$ cat src/rtl/bus_seq_pkg.sv
package bus_seq_pkg;
  typedef enum logic [2:0] {
    PH_IDLE,
    PH_ADDR,
    PH_SETUP,
    PH_STRB,
    PH_DONE
  } phase_e;

  typedef struct packed {
    logic we;
    logic ifetch;
    logic dly;
    logic halt;
  } cyc_kind_t;
endpackage

$ cat src/rtl/bus_seq_fsm.sv
module bus_seq_fsm
  import bus_seq_pkg::*;
#(
  parameter int MIN_STROBE = 2
) (
  input  logic   clk_i,
  input  logic   rst_ni,
  input  logic   req_i,
  input  logic   hold_ni,
  output phase_e phase_o,
  output logic   accept_o,
  output logic   trail_o
);
  localparam int CNT_W = $clog2(MIN_STROBE + 1);
  localparam logic [CNT_W-1:0] LAST = CNT_W'(MIN_STROBE - 1);

  phase_e ph_q;
  logic [CNT_W-1:0] cnt_q;
  logic min_met;

  assign min_met  = (cnt_q >= LAST);
  assign accept_o = (ph_q == PH_IDLE) && req_i;
  assign trail_o  = (ph_q == PH_STRB) && min_met && hold_ni;
  assign phase_o  = ph_q;

  always_ff @(posedge clk_i or negedge rst_ni) begin
    if (!rst_ni) begin
      ph_q  <= PH_IDLE;
      cnt_q <= '0;
    end else begin
      unique case (ph_q)
        PH_IDLE:  if (accept_o) ph_q <= PH_ADDR;
        PH_ADDR:  ph_q <= PH_SETUP;
        PH_SETUP: begin
          ph_q  <= PH_STRB;
          cnt_q <= '0;
        end
        PH_STRB: begin
          if (trail_o) ph_q <= PH_DONE;
          else if (!min_met) cnt_q <= cnt_q + 1'b1;
        end
        PH_DONE:  ph_q <= PH_IDLE;
        default:  ph_q <= PH_IDLE;
      endcase
    end
  end
endmodule

$ cat src/rtl/bus_seq_req_latch.sv
module bus_seq_req_latch
  import bus_seq_pkg::*;
#(
  parameter int ADDR_W = 16,
  parameter int DATA_W = 8
) (
  input  logic              clk_i,
  input  logic              rst_ni,
  input  logic              accept_i,
  input  logic [ADDR_W-1:0] addr_i,
  input  logic [DATA_W-1:0] wdata_i,
  input  cyc_kind_t         kind_i,
  output logic [ADDR_W-1:0] addr_o,
  output logic [DATA_W-1:0] wdata_o,
  output cyc_kind_t         kind_o
);
  always_ff @(posedge clk_i or negedge rst_ni) begin
    if (!rst_ni) begin
      addr_o  <= '0;
      wdata_o <= '0;
      kind_o  <= '0;
    end else if (accept_i) begin
      addr_o  <= addr_i;
      wdata_o <= wdata_i;
      kind_o  <= kind_i;
    end
  end
endmodule

$ cat src/rtl/bus_seq_rd_cap.sv
module bus_seq_rd_cap #(
  parameter int DATA_W = 8
) (
  input  logic              clk_i,
  input  logic              rst_ni,
  input  logic              trail_i,
  input  logic [DATA_W-1:0] db_i,
  output logic [DATA_W-1:0] rdata_o
);
  // sampled at the edge where the strobe rises
  always_ff @(posedge clk_i or negedge rst_ni) begin
    if (!rst_ni)      rdata_o <= '0;
    else if (trail_i) rdata_o <= db_i;
  end
endmodule

$ cat src/rtl/bus_cycle_seq.sv
module bus_cycle_seq
  import bus_seq_pkg::*;
#(
  parameter int ADDR_W     = 16,
  parameter int LOW_W      = 12,
  parameter int DATA_W     = 8,
  parameter int MIN_STROBE = 2
) (
  input  logic              clk_i,
  input  logic              rst_ni,
  input  logic              req_i,
  input  logic              we_i,
  input  logic [ADDR_W-1:0] addr_i,
  input  logic [DATA_W-1:0] wdata_i,
  input  logic              ifetch_i,
  input  logic              dly_i,
  input  logic              halt_i,
  output logic              ack_o,
  output logic [DATA_W-1:0] rdata_o,
  output logic [LOW_W-1:0]  ad_o,
  output logic              ad_oe_o,
  output logic [DATA_W-1:0] db_o,
  output logic              db_oe_o,
  input  logic [DATA_W-1:0] db_i,
  output logic              ads_no,
  output logic              rds_no,
  output logic              wds_no,
  input  logic              hold_ni
);
  localparam int HI_W = ADDR_W - LOW_W;

  phase_e            phase;
  logic              accept, trail;
  logic [ADDR_W-1:0] addr_q;
  logic [DATA_W-1:0] wdata_q;
  cyc_kind_t         kind_in, kind_q;
  logic [DATA_W-1:0] stat_byte;
  logic              in_addr, in_strb;

  assign kind_in = '{we: we_i, ifetch: ifetch_i, dly: dly_i, halt: halt_i};

  bus_seq_fsm #(.MIN_STROBE(MIN_STROBE)) u_fsm (
    .clk_i    (clk_i),
    .rst_ni   (rst_ni),
    .req_i    (req_i),
    .hold_ni  (hold_ni),
    .phase_o  (phase),
    .accept_o (accept),
    .trail_o  (trail)
  );

  bus_seq_req_latch #(.ADDR_W(ADDR_W), .DATA_W(DATA_W)) u_latch (
    .clk_i    (clk_i),
    .rst_ni   (rst_ni),
    .accept_i (accept),
    .addr_i   (addr_i),
    .wdata_i  (wdata_i),
    .kind_i   (kind_in),
    .addr_o   (addr_q),
    .wdata_o  (wdata_q),
    .kind_o   (kind_q)
  );

  bus_seq_rd_cap #(.DATA_W(DATA_W)) u_cap (
    .clk_i   (clk_i),
    .rst_ni  (rst_ni),
    .trail_i (trail),
    .db_i    (db_i),
    .rdata_o (rdata_o)
  );

  assign in_addr = (phase == PH_ADDR);
  assign in_strb = (phase == PH_STRB);

  // status nibble above the upper address nibble; bit 4 set means input cycle
  assign stat_byte = DATA_W'({kind_q.halt, kind_q.dly, kind_q.ifetch, ~kind_q.we,
                              addr_q[ADDR_W-1 -: HI_W]});

  assign ads_no  = ~in_addr;
  assign rds_no  = ~(in_strb && !kind_q.we);
  assign wds_no  = ~(in_strb && kind_q.we);
  assign ad_oe_o = in_addr || (phase == PH_SETUP) || in_strb;
  assign ad_o    = ad_oe_o ? addr_q[LOW_W-1:0] : '0;
  assign db_oe_o = in_addr || (in_strb && kind_q.we);
  assign db_o    = in_addr ? stat_byte : (db_oe_o ? wdata_q : '0);
  assign ack_o   = (phase == PH_DONE);
endmodule


$ cat config.mk
export PLATFORM = sky130hd
export DESIGN_NAME = bus_cycle_seq
export DESIGN_NICKNAME = d
export VERILOG_FILES = /design/src/rtl/bus_seq_pkg.sv /design/src/rtl/bus_seq_fsm.sv /design/src/rtl/bus_seq_req_latch.sv /design/src/rtl/bus_seq_rd_cap.sv /design/src/rtl/bus_cycle_seq.sv
export SDC_FILE = /design/constraint.sdc
export NUM_CORES = 1
export LEC_CHECK = 0
export ABC_AREA = 1
export BUFFER_PORTS_ARGS = -buffer_cell sky130_fd_sc_hd__buf_2
export CAP_MARGIN = 20
export CORE_MARGIN = 8
export CORE_UTILIZATION = 25
export DETAILED_ROUTE_END_ITERATION = 8
export PLACE_DENSITY_LB_ADDON = 0.1
export RECOVER_POWER = 50
export SYNTH_ARGS = -nofsm -noshare
export SYNTH_HDL_FRONTEND = slang
export SYNTH_SLANG_ARGS = --single-unit
$ cat constraint.sdc
create_clock -name clk_i -period 1.8 [get_ports clk_i]
set_input_delay 0.27 -clock clk_i [delete_from_list [all_inputs] [get_ports clk_i]]
set_output_delay 0.27 -clock clk_i [all_outputs]
set_load 0.03 [all_outputs]
==> impl_metrics.toml <==
[finish]
diodes = 0
layout_common_cells = "nand2_1, buf_2, dfrtp_1"
nets = 351
drive_gt1_share_pct = 34.7
fin_area_sq_um = 2620
layout_commonest_cell = "nand2_1"
synthToLayoutAreaGrowth_pct = 39.4

[routing]
num_vias = 1674
avgRoutedWirePerCell_um = 12.6
drc = 0
drt_wl_total_um = 5190
dr.pass1.iters = 4
vias_per_cell = 4.08
ant_nets = 0
drt_iter0_markers = 59

[min_path]
hold_path.class = "primary input to register"
hold_depth = 3
min_from = "db_i[3]"
whs_endpoint = "u_cap.rdata_o[3]$_DFFE_PN0P_"

[clock_tree]
cts_sinks = 41
numCtsBuffers = 5
clock_latency_ns = 0.29
clkTransAtPathRegs_ns = 0.08
cts_tree = "done"
clk_path_buf_depth = 2
cts-htree-levels = 2
root_buffer = "clkbuf_8"

[setup_path]
rrSetupSlack_ns = 0.25
cp.required_ns = 1.53
end_kind = "output port"
arrival_ns = 1.50
reg2reg_to = "u_cap.rdata_o[5]$_DFFE_PN0P_"
start_kind = "register"
path_delay_family = "flip-flops"
crit_type = "register to output port"
path_cells = "nor2_2, nor2_4, clkinvlp_4, nor2_1, buf_4"
critPathSlowestCell = "dfrtp_1"
r2r_start = "u_fsm.phase_o[1]$_DFFE_PN0P_"
slowest_delay_ns = 0.44
crit_buf_inv = 2
r2r_cells = 7
worstPathMaxFanout = 6

[pwr]
combPwrFrac_pct = 59.0
total_power_mw = 5.26
vdd_drop_max_mv = 0.631
p_leak_nw = 1.39
p_per_area_nw_per_um2 = 2010
p_sw_share_pct = 48.4
p_int_mw = 2.72
seq_power_share_pct = 29.7
clockPowerShare_pct = 11.3
switchingPower_mw = 2.54

[global_route]
gr-total-overflow = 0
grt_pass1_vias = 1750
grt_use_total_pct = 10.2
antenna_found_initial = 0
grt_pass1_wl_um = 8430
grt_max_degree = 57

[sta]
grt_setup_unrepaired = "true"
slew-limit-headroom_pct = 60.4
fmax_mhz = 564
slew_violations = 0
layout_min_cycle_time_ns = 1.77
tightest_slew_ns = 0.594
finalSetupViolCount = 0
period_share_pct = 98.5
hold_viol = 0
finClkSkew_ns = 0.00423

[synthesis]
syn_avg_cell_area_sq_um = 8.26
synthCells = 227
yosys-top-cells-area = "dfrtp_1, nand2_1, inv_1, nor2_1, a21oi_1"
synthesis.nets = 268
ys_seq_area_share_pct = 54.7
ys_types = 20
ys_seq_elements = 41
yosys.area.top_type_share_pct = 54.7
yosysWarnings = 0
synth_area_sq_um = 1880
synth_top_cell_by_area = "dfrtp_1"

[floorplanning]
die_w_um = 103
start_util_pct = 25.9
coreArea_sq_um = 7250
die_area_sq_um = 10500
fp.dieH_um = 103
num_rows = 31
io_pins = 74

[placement]
io_buffers = 73
place_hpwl_um = 3790
routabilityCongestion = 0.706
placed_area_sq_um = 2320

[job]
max_cap_violations = 0

[run_status]
status = "complete, no violations"
==> logic make-up after synthesis <==
logic type,count (synthesis),synth area share (%)
buffers and inverters,48,12.3
AOI/OAI and AO/OA,36,9.61
and+or+nand+nor,101,22.7
DFF,41,54.7
adders and majority gates,1,0.667
==> power by group through the flow <==
stage | registers (mW) | logic, mW | clock network, mW
4_1_cts | 1.55 | 2.97 | 0.632
6_report | 1.56 | 3.10 | 0.596
2_1_floorplan | 1.65 | 1.79 | 0
5_1_grt | 1.62 | 3.38 | 0.659
3_3_place_gp | 1.56 | 2.60 | 0
3_5_place_dp | 1.55 | 2.64 | 0
==> area by class of cell <==
class	count	area [sq um]
timing repair buffer	86	547
timing repair inverter	1	7.51
inverter	37	143
multi-input combinational	138	682
fill	812	4640
sequential	41	1030
clock inverter	2	10.0
tap	99	124
clock buffer	6	72.6
==> Yosys cell counts (all sizes together) <==
cell type	count
a21oi	19
buf	9
clkbuf	2
clkinv	1
dfrtp	41
ha	1
inv	36
nand2	47
nand3	16
nor2	36
nor3	1
o21ai	17
or2	1
==> through the flow <==
step / cells / hold WS, ns / worst slack [ns] / utilization, % / TNS (ns)
after floorplan: 227 / -0.0256 / -0.0146 / - / -0.102
final: 410 / 0.174 / 0.0271 / 36.1 / 0
after detailed placement: 393 / 0.290 / 0.166 / 32.1 / 0
after CTS: 408 / 0.165 / -0.0250 / 35.0 / -0.119
after global routing: 410 / 0.178 / -0.103 / 36.1 / -1.03
after global placement: 393 / 0.289 / 0.235 / 32.1 / 0
==> worst min-delay path: cells and delay by family <==
kind / cells / cell delay, ns
and+or+nand+nor: 2 / 0.08
buffers and inverters: 1 / 0.08
==> metal layers <==
metal	global-route usage, %	vias to the layer above	part of all wire [%]
met5	0	-	0
met4	3.05	0	1.2
met3	4.32	6	8.5
met2	16.8	43	48
met1	11.8	767	42
li1	-	858	-
==> worst max-delay path by stage <==
| stage | start | to | cells after the start |
|---|---|---|---|
| CTS | u_fsm.phase_o[1]$_DFFE_PN0P_ | ad_o[9] | 5 |
| global placement | u_fsm.phase_o[2]$_DFFE_PN0P_ | db_o[6] | 5 |
| detailed placement | u_fsm.phase_o[0]$_DFFE_PN0P_ | db_o[0] | 6 |
| floorplan | u_fsm.phase_o[2]$_DFFE_PN0P_ | db_o[0] | 4 |
| global route | u_fsm.phase_o[1]$_DFFE_PN0P_ | ad_o[7] | 5 |
| finish | u_fsm.phase_o[1]$_DFFE_PN0P_ | ad_o[9] | 5 |
==> registers in the layout, indices dropped and copies added, names as in the netlist <==
register	cells
u_latch.addr_o	16
u_fsm.cnt_q	2
u_latch.kind_o	4
u_cap.rdata_o	8
u_fsm.phase_o	3
u_latch.wdata_o	8
==> timing repair <==
| action | CTS | global route |
|---|---|---|
| setup endpoints to repair | 23 | 23 |
| hold buffers | 1 | 0 |
| hold endpoints to repair | 21 | 0 |
| pin swaps | 5 | 3 |
| resized for setup | 32 | 34 |
| cloned | 1 | 0 |
| setup buffers | 5 | 2 |
Power figures use the tool's default switching activity.
